$ cat config.mk
export PLATFORM = sky130hd
export DESIGN_NAME = irq_mapper
export DESIGN_NICKNAME = d
export VERILOG_FILES = /design/src/rtl/irq_mapper_pkg.sv /design/src/rtl/irq_mapper_ctrl.sv /design/src/rtl/irq_mapper_datapath.sv /design/src/rtl/irq_mapper.sv
export SDC_FILE = /design/constraint.sdc
export NUM_CORES = 1
export LEC_CHECK = 0
export CORE_MARGIN = 2
export CORE_UTILIZATION = 67
export CTS_CLUSTER_SIZE = 8
export DETAILED_ROUTE_END_ITERATION = 10
export DONT_BUFFER_PORTS = 1
export PLACE_DENSITY = 0.83
export SYNTH_ARGS = -nofsm -noshare
export SYNTH_HDL_FRONTEND = slang
export SYNTH_SLANG_ARGS = --single-unit
$ cat constraint.sdc
create_clock -name clk -period 2.6 [get_ports clk]
set_input_delay 0.26 -clock clk [delete_from_list [all_inputs] [get_ports clk]]
set_output_delay 0.26 -clock clk [all_outputs]
set_load 0.03 [all_outputs]
$ cat src/rtl/irq_mapper_pkg.sv
package irq_mapper_pkg;
  localparam int ADDR_W = 2;
  localparam logic [ADDR_W-1:0] ADDR_CFG  = 2'd0;
  localparam logic [ADDR_W-1:0] ADDR_PEND = 2'd1;
  localparam logic [ADDR_W-1:0] ADDR_CTL  = 2'd2;

  typedef enum logic [1:0] {RD_CFG, RD_PEND, RD_CTL, RD_NONE} rd_sel_e;

  typedef struct packed {
    logic    cfgWe;
    logic    pendClr;
    logic    ctlWe;
    rd_sel_e rdSel;
  } ctrl_strobe_t;
endpackage

$ cat src/rtl/irq_mapper_ctrl.sv
module irq_mapper_ctrl
  import irq_mapper_pkg::*;
(
  input  logic [ADDR_W-1:0] regAddr,
  input  logic              regWrEn,
  output ctrl_strobe_t      strobes
);
  always_comb begin
    strobes.cfgWe   = regWrEn && (regAddr == ADDR_CFG);
    strobes.pendClr = regWrEn && (regAddr == ADDR_PEND);
    strobes.ctlWe   = regWrEn && (regAddr == ADDR_CTL);
    unique case (regAddr)
      ADDR_CFG:  strobes.rdSel = RD_CFG;
      ADDR_PEND: strobes.rdSel = RD_PEND;
      ADDR_CTL:  strobes.rdSel = RD_CTL;
      default:   strobes.rdSel = RD_NONE;
    endcase
  end
endmodule

$ cat src/rtl/irq_mapper_datapath.sv
module irq_mapper_datapath
  import irq_mapper_pkg::*;
#(
  parameter int NUM_IN      = 4,
  parameter int VEC_W       = 5,
  parameter int SYNC_STAGES = 2,
  parameter int DATA_W      = 32,
  localparam int FIELD_W    = VEC_W + 3,
  localparam int CFG_W      = NUM_IN * FIELD_W,
  localparam int PEND_W     = 1 << VEC_W
)(
  input  logic               clk,
  input  logic               rstN,
  input  logic [NUM_IN-1:0]  pins,
  input  ctrl_strobe_t       strobes,
  input  logic [DATA_W-1:0]  wrData,
  output logic [DATA_W-1:0]  rdData,
  output logic [CFG_W-1:0]   cfgQ,
  output logic [PEND_W-1:0]  pendQ,
  output logic               routeQ,
  output logic               irqOut
);
  logic [NUM_IN-1:0] hit;
  logic [VEC_W-1:0]  vecSel [NUM_IN];
  logic [PEND_W-1:0] setMask;
  logic [PEND_W-1:0] clrMask;

  // Per-input conditioning: synchronize, correct polarity, detect
  for (genvar g = 0; g < NUM_IN; g++) begin : gIn
    logic [SYNC_STAGES-1:0] syncQ;
    logic [FIELD_W-1:0]     field;
    logic                   asserted;
    logic                   prevQ;

    always_ff @(posedge clk or negedge rstN) begin
      if (!rstN) begin
        syncQ <= '0;
        prevQ <= 1'b0;
      end else begin
        syncQ <= {syncQ[SYNC_STAGES-2:0], pins[g]};
        prevQ <= asserted;
      end
    end

    assign field     = cfgQ[g*FIELD_W +: FIELD_W];
    assign asserted  = syncQ[SYNC_STAGES-1] ^ field[FIELD_W-3];
    assign vecSel[g] = field[VEC_W-1:0];
    assign hit[g]    = field[FIELD_W-1] &
                       (field[FIELD_W-2] ? (asserted & ~prevQ) : asserted);
  end

  always_comb begin
    setMask = '0;
    for (int i = 0; i < NUM_IN; i++)
      if (hit[i]) setMask = setMask | (PEND_W'(1) << vecSel[i]);
  end

  assign clrMask = strobes.pendClr ? PEND_W'(wrData) : '0;

  always_ff @(posedge clk or negedge rstN) begin
    if (!rstN) begin
      cfgQ   <= '0;
      pendQ  <= '0;
      routeQ <= 1'b0;
    end else begin
      if (strobes.cfgWe) cfgQ <= CFG_W'(wrData);
      if (strobes.ctlWe) routeQ <= wrData[0];
      pendQ <= (pendQ & ~clrMask) | setMask;
    end
  end

  always_comb begin
    unique case (strobes.rdSel)
      RD_CFG:  rdData = DATA_W'(cfgQ);
      RD_PEND: rdData = DATA_W'(pendQ);
      RD_CTL:  rdData = DATA_W'(routeQ);
      default: rdData = '0;
    endcase
  end

  assign irqOut = routeQ & (|pendQ);
endmodule

$ cat src/rtl/irq_mapper.sv
module irq_mapper
  import irq_mapper_pkg::*;
#(
  parameter int NUM_IN      = 4,
  parameter int VEC_W       = 5,
  parameter int SYNC_STAGES = 2,
  parameter int DATA_W      = 32
)(
  input  logic              clk,
  input  logic              rstN,
  input  logic [NUM_IN-1:0] irqPins,
  input  logic [ADDR_W-1:0] regAddr,
  input  logic              regWrEn,
  input  logic [DATA_W-1:0] regWrData,
  output logic [DATA_W-1:0] regRdData,
  output logic              irqOut
);
  localparam int FIELD_W = VEC_W + 3;
  localparam int CFG_W   = NUM_IN * FIELD_W;
  localparam int PEND_W  = 1 << VEC_W;

  ctrl_strobe_t      strobes;
  logic [CFG_W-1:0]  cfgQ;
  logic [PEND_W-1:0] pendQ;
  logic              routeQ;

  irq_mapper_ctrl uCtrl (
    .regAddr (regAddr),
    .regWrEn (regWrEn),
    .strobes (strobes)
  );

  irq_mapper_datapath #(
    .NUM_IN(NUM_IN), .VEC_W(VEC_W), .SYNC_STAGES(SYNC_STAGES), .DATA_W(DATA_W)
  ) uData (
    .clk     (clk),
    .rstN    (rstN),
    .pins    (irqPins),
    .strobes (strobes),
    .wrData  (regWrData),
    .rdData  (regRdData),
    .cfgQ    (cfgQ),
    .pendQ   (pendQ),
    .routeQ  (routeQ),
    .irqOut  (irqOut)
  );
endmodule

==> results.md, run 1 <==
* Final core utilization at 73.3%
* Vias/cell at 7.35
* Top cells by area, synth: dfrtp_1, mux2_2, mux2i_1
* R2r worst-path depth at 4
* Syn_nets at 496
* Post-route ant nets at 0
* Post-CTS setup repair buffer count at 0
* Avg Cell Area, Syn at 9.91 µm²
* Post-synthesis cell count at 455
* Max Root-Sink Buffers at 2
* HP Class: in2reg
* Gr ovfl total at 0
* Fillers at 477
* #FFs+latches synth at 77
* Setup TNS at 0 ps
* Top_reg_cell synth: dfrtp_1
* Number of flops mapped to enable cells by yosys at 0
* Pre-CTS setup slack at 854 ps
* IO Port Bufs at 0
* Die width at 86.0 µm
* # Max-Cap Violations at 0
* Syn Std Cell Area at 4510 µm²
* Fin crit period at 1990 ps
* Worst path cell trace: nor4_1, nand4_1, o21a_1
* Period utilisation layout at 76.6%
* Slew Limit Fails at 0
* Worst-margin pin slew at 885 ps
* Worst reg2reg setup slack at 780 ps
* Die area at 7400 µm²
* Crit Path Class: reg2out
* Gpl congestion at 0.961
* CTS tree: yes
* Area of the core at 6420 µm²
* Worst Setup EP: irqOut
* DR pass1 iterations at 5
* Setup crit end kind: output port
* Synth area leader: dfrtp_1
* Global-route wire length before repair at 20,600 µm
* Detailed placer's ending HPWL at 9140 µm
* CTS Sinks at 77
* Drt drc at 0
* Multi-input gate area at 2380 µm²
* Leakage at 1.95 nW
* Num ports at 74
* Pin count of the biggest net entering global routing at 78
* Yosys cell types at 43
* CTS resizes at 0
* Commonest non-fill, non-tap cell in the layout: dfrtp_1
* Peak supply drop at 0.559 mV
* Fmax achieved at 502 MHz
* Initial Util at 70.2%
* Final #Nets at 485
* Htree depth at 3
* Clk_skew at 9.70 ps
* Register Area at 1930 µm²
* Vias in the first global route at 3,908
* Slowest stage delay, CP at 420 ps
* GRT Total Usage at 37.2%
* Total number of yosys warnings at 0
* Initial antenna violation count at 0
* DRT Wirelength at 13,200 µm
* Clock root cell: clkbuf_8
* Cts hold-fix bufs at 6
* Share of synthesized registers carrying an async set or reset at 100%
* Seq/Total Area, Yosys at 42.8%
* Detailed Route Iter0 Violations at 459
* Worst-Skew Late Latency at 360 ps
* Setup violations, final at 0
* Total CTS buffers at 9
* Worst R2R End: uData.pendQ[7]
* Fin. Hold Viols at 0
* Area delta synth->final at 4.47%
* Final setup margin at 608 ps
* Outcome: completed
* Pwr per Cell Area at 881 nW/µm²
* Vias at 3,864
* Startpoint types: register
* WP data required at 2340 ps
* CP startpoint: uData.pendQ[21]
* Peak fanout along the critical path at 3
* Most frequent cells in the layout: dfrtp_1, nand2_1, nor2_1
* RSZ-0062 raised after global routing: false
* Yosys top cell area share at 42.8%
* Reg clk slew, reported paths at 80 ps
* Share of layout cells above drive strength 1 at 15.8%
* Wire length per cell at 25.1 µm
* N_diodes at 0
* Slew headroom at 40.7%
* Critical path data arrival time at 1730 ps
* Die Ht at 86.0 µm
* Slowest CP cell: dfrtp_1
* Launching point of the worst reg2reg path: uData.cfgQ[21]
* Std cell rows at 29
## how the worst min path moves through the flow
stage	startpoint	endpoint	slack, ps	depth (start not counted)
finish	regWrData[3]	uData.cfgQ[3]	50	1
detailed placement	rstN	uData.gIn[3].syncQ[1]	-30	0
global placement	rstN	uData.cfgQ[29]	-30	0
CTS	regWrData[8]	uData.cfgQ[8]	50	1
global route	regWrData[5]	uData.cfgQ[5]	40	1
floorplan	rstN	uData.cfgQ[0]	-40	0
## report_power, final
part / internal [mW] / leakage (nW) / switching [mW] / total (mW)
clock network: 0.373 / 0.0815 / 0.469 / 0.842
registers: 1.53 / 0.938 / 0.407 / 1.94
logic: 0.521 / 0.935 / 0.845 / 1.37
## sequential cells by signal, summed over array words and instances, names as in the netlist
register         cells
uData.cfgQ          32
uData.pendQ         32
uData.gIn.syncQ      8
uData.gIn.prevQ      4
uData.routeQ         1
## critical path: cells and delay by family, from the launching register on
kind,cells,cell delay [ps]
simple gates,2,610
compound gates,1,350
flops,1,420
## layout make-up
| type | instances | area share (%) |
|---|---|---|
| clock buffer | 11 | 3.00 |
| sequential | 77 | 40.9 |
| tap | 77 | 2.05 |
| timing repair buffer | 10 | 2.55 |
| multi-input combinational | 343 | 50.5 |
| inverter | 3 | 0.239 |
| clock inverter | 5 | 0.771 |
## cell families (layout without fill, tap and decap cells)
family | after synthesis | in the layout | synth area share, %
xor+xnor | 4 | 4 | 1.28
mux | 65 | 65 | 15.4
flops | 77 | 77 | 42.8
compound gates | 71 | 71 | 13.0
simple gates | 203 | 203 | 22.9
buf+inv | 35 | 29 | 4.66
## per-stage QoR
stage	total power [mW]	instances	hold WS, ps	instance area (µm²)
finish	4.15	526	47.2	4710
floorplan	2.94	455	-35.6	4510
global route	4.35	526	40.1	4710
detailed placement	3.25	504	-33.5	4450
global placement	3.22	504	-34.1	4450
CTS	4.11	526	49.9	4710
## synth_stat cells, types with 3 or more instances
cell and number:
and2_1 4, nor2b_1 5, buf_2 15, and3_1 5, nand2b_1 3, nand3b_1 4
nor3b_1 3, nand2_1 62, a21boi_0 5, nor2_1 43, mux2_2 33, a32oi_1 26
a221oi_2 3, nand3_1 38, nand4_1 3, nor3b_2 5, nor4_1 9, xnor2_2 3
clkbuf_1 7, nor3_1 10, buf_4 3, buf_6 5, mux2i_1 32, a22oi_1 30
dfrtp_1 77
## routing by layer
metal	wire length [µm]	vias up	part of all wire [%]	track usage [%]
li1	-	1657	-	-
met1	5040	1870	38	48.2
met2	6190	275	47	57.7
met3	1300	62	9.8	9.72
met4	674	0	5.1	18.9
met5	0	-	0	0
No activity file was read; power rests on OpenSTA's default activity.
==> run 2: changes to the inputs <==
--- a/config.mk
+++ b/config.mk
@@ -6,11 +6,11 @@
 export NUM_CORES = 1
 export LEC_CHECK = 0
 export CORE_MARGIN = 2
-export CORE_UTILIZATION = 67
+export CORE_UTILIZATION = 58
 export CTS_CLUSTER_SIZE = 8
 export DETAILED_ROUTE_END_ITERATION = 10
 export DONT_BUFFER_PORTS = 1
-export PLACE_DENSITY = 0.83
+export PLACE_DENSITY = 0.76
 export SYNTH_ARGS = -nofsm -noshare
 export SYNTH_HDL_FRONTEND = slang
 export SYNTH_SLANG_ARGS = --single-unit
==> constraint.sdc (replaced) <==
create_clock -name clk -period 1.75 [get_ports clk]
set_input_delay 0.175 -clock clk [delete_from_list [all_inputs] [get_ports clk]]
set_output_delay 0.175 -clock clk [all_outputs]
set_load 0.03 [all_outputs]
==> run 2 against run 1 <==
Power rose by 66%. Highest routed layer unchanged. The run now ends with negative hold slack, negative setup slack left. First-iteration DRC count rose by 32%. Sequential share of layout area fell by 5.3 points. Sequential cell count did not move. Critical path depth did not move.
==> results.md, run 2 (same netlist as run 1, synthesis figures left out) <==
* Outcome: complete, but fails checks (was completed)
* Failing checks: negative hold slack, negative setup slack
* Largest registers: uData.cfgQ (32), uData.pendQ (32), uData.gIn.syncQ (8) (unchanged)
* DR pass1 iterations at 6 (was 5)
* Area of the core at 7610 µm² (was 6420 µm²)
* Max Root-Sink Buffers at 2 (unchanged)
* Gr ovfl total at 0 (unchanged)
* Slowest stage delay, CP at 420 ps (about the same)
* Vias at 4,189 (was 3,864)
* Pre-CTS setup slack at -40.1 ps (was 854 ps)
* Largest delay share family, worst path: simple AND/OR/NAND/NOR gates (unchanged)
* Initial antenna violation count at 0 (unchanged)
* # Max-Cap Violations at 0 (unchanged)
* Period utilisation layout at 102%
* Cts hold-fix bufs at 36 (was 6)
* Die Ht at 92.2 µm (was 86.0 µm)
* Post-layout power at 6.87 mW (was 4.15 mW)
* Setup crit end kind: output port (unchanged)
* HP Class: in2async (was in2reg)
* Crit Path Class: reg2out (unchanged)
* CTS tree: yes (unchanged)
* Detailed placer's ending HPWL at 9320 µm (was 9140 µm)
* Placed Instances at 558 (was 504)
* Area delta synth->final at 20.3% (was 4.47%)
* Slew headroom at 60.7% (was 40.7%)
* Clk_skew at 15.5 ps (was 9.70 ps)
* WHS at -510 ps (was 47.2 ps)
* IO Port Bufs at 0 (unchanged)
* Die width at 92.2 µm (was 86.0 µm)
* Worst path cell trace: nor4_4, nand4_1, o21a_4 (was nor4_1, nand4_1, o21a_1)
* Die area at 8490 µm² (was 7400 µm²)
* Htree depth at 3 (unchanged)
* Pwr per Cell Area at 1270 nW/µm² (was 881 nW/µm²)
* Fin. Hold Viols at 78 (was 0)
* CTS Sinks at 77 (unchanged)
* Slowest CP cell: dfrtp_1 (unchanged)
* Final Non-Filler Cells at 615 (was 526)
* Fillers at 587 (was 477)
* Wire length per cell at 23.0 µm (was 25.1 µm)
* Reg clk slew, reported paths at 90 ps (was 80 ps)
* Final setup margin at -33.9 ps (was 608 ps)
* Worst-Skew Late Latency at 370 ps (was 360 ps)
* Peak supply drop at 0.856 mV (was 0.559 mV)
* RSZ-0062 raised after global routing: true (was false)
* Multi-input gate area at 2450 µm² (was 2380 µm²)
* Post-route ant nets at 0 (unchanged)
* Critical path data arrival time at 1610 ps (was 1730 ps)
* DRT Wirelength at 14,100 µm (was 13,200 µm)
* Leakage at 2.29 nW (was 1.95 nW)
* Final #Nets at 549 (was 485)
* WP data required at 1570 ps (was 2340 ps)
* N_diodes at 0 (unchanged)
* Slew Limit Fails at 0 (unchanged)
* Vias in the first global route at 4,152 (was 3,908)
* Detailed Route Iter0 Violations at 606 (was 459)
* Gpl congestion at 0.983 (was 0.961)
* Setup violations, final at 1 (was 0)
* Clock root cell: clkbuf_8 (unchanged)
* Commonest non-fill, non-tap cell in the layout: dfrtp_1 (unchanged)
* Fmax achieved at 561 MHz
* Register Area at 1930 µm² (about the same)
* Worst-margin pin slew at 590 ps (was 885 ps)
* Share of layout cells above drive strength 1 at 22.2% (was 15.8%)
* Drt drc at 0 (unchanged)
* Fin crit period at 1780 ps
* Std cell rows at 32 (was 29)
* Buf+Inv Stages, Crit Path at 0 (unchanged)
* Startpoint types: register (unchanged)
* Pin count of the biggest net entering global routing at 78 (unchanged)
* Initial Util at 59.2% (was 70.2%)
* Most frequent cells in the layout: dfrtp_1, nand2_1, nor2_1 (unchanged)
* Vias/cell at 6.81 (was 7.35)
* Total CTS buffers at 9 (unchanged)
* GRT Total Usage at 34.1% (was 37.2%)
* Global-route wire length before repair at 22,200 µm (was 20,600 µm)
* Peak fanout along the critical path at 2 (was 3)
* Num ports at 74 (unchanged)
run 2: changes by cell type in the layout (fill, tap and decap cells not counted), moves of 3 or more:
cell	previous run	this run
clkinvlp_4	3	0
nor4_4	0	3
nor4_2	0	3
nor4_1	9	3
dlygate4sd3_1	5	36
buf_4	3	35
run 2: final timing paths:
kind                                       start                    end  slack [ps]  depth (start not counted)
setup / recovery                 uData.pendQ[30]                 irqOut         -30                          3
hold / removal                              rstN         uData.cfgQ[19]        -510                          0
setup reg to reg                   uData.cfgQ[5]        uData.pendQ[27]         120                          5
hold reg to reg            uData.gIn[2].syncQ[0]  uData.gIn[2].syncQ[1]         350                          0
max in group asynchronous                   rstN         uData.cfgQ[27]        2100                          0
min in group clk                   regWrData[24]        uData.pendQ[24]           0                          3
run 2: routing by layer:
layer / vias to the layer above / GRT usage, % / wire length [µm] / share of wire [%]
met5: - / 0 / 0 / 0
met4: 0 / 13.8 / 505 / 3.6
met3: 56 / 7.07 / 1380 / 9.8
met2: 284 / 55.3 / 6710 / 47
met1: 2049 / 45.0 / 5550 / 39
li1: 1800 / - / - / -
run 2: cell type report:
class / count / share of cell area (%)
Clock buffer: 10 / 2.35
Clock inverter: 6 / 1.75
Multi-Input combinational cell: 343 / 45.2
Tap cell: 102 / 2.35
Sequential cell: 77 / 35.6
Inverter: 3 / 0.208
Timing Repair Buffer: 74 / 12.6
run 2: what timing repair did:
action / in CTS / in global routing
hold endpoints to repair: 114 / 77
pin swaps: 2 / 5
setup endpoints to repair: 17 / 2
setup buffers: 1 / 4
resized for setup: 4 / 10
run 2: worst reg2reg max path, cell delays in order, from the launching register on:
cell,delay (ps)
dfrtp_1,430
xnor2_2,210
inv_2,60
and3_1,380
a221oi_2,320
o211ai_1,120
run 2: power by group:
part / internal [mW] / switching [mW]
Sequential: 2.28 / 0.650
Clock: 0.816 / 0.709
Combinational: 1.08 / 1.34
run 2: stage by stage:
| step | hold WS [ps] | utilization [%] | setup TNS [ps] | area [µm²] |
|---|---|---|---|---|
| after floorplan | -121 | - | 0 | 4510 |
| after global placement | -118 | 62.0 | 0 | 4710 |
| after detailed placement | -118 | 62.0 | -61.9 | 4710 |
| after CTS | -505 | 70.2 | -26.1 | 5340 |
| after global routing | -514 | 71.3 | -79.8 | 5420 |
| final | -510 | 71.3 | -33.9 | 5420 |
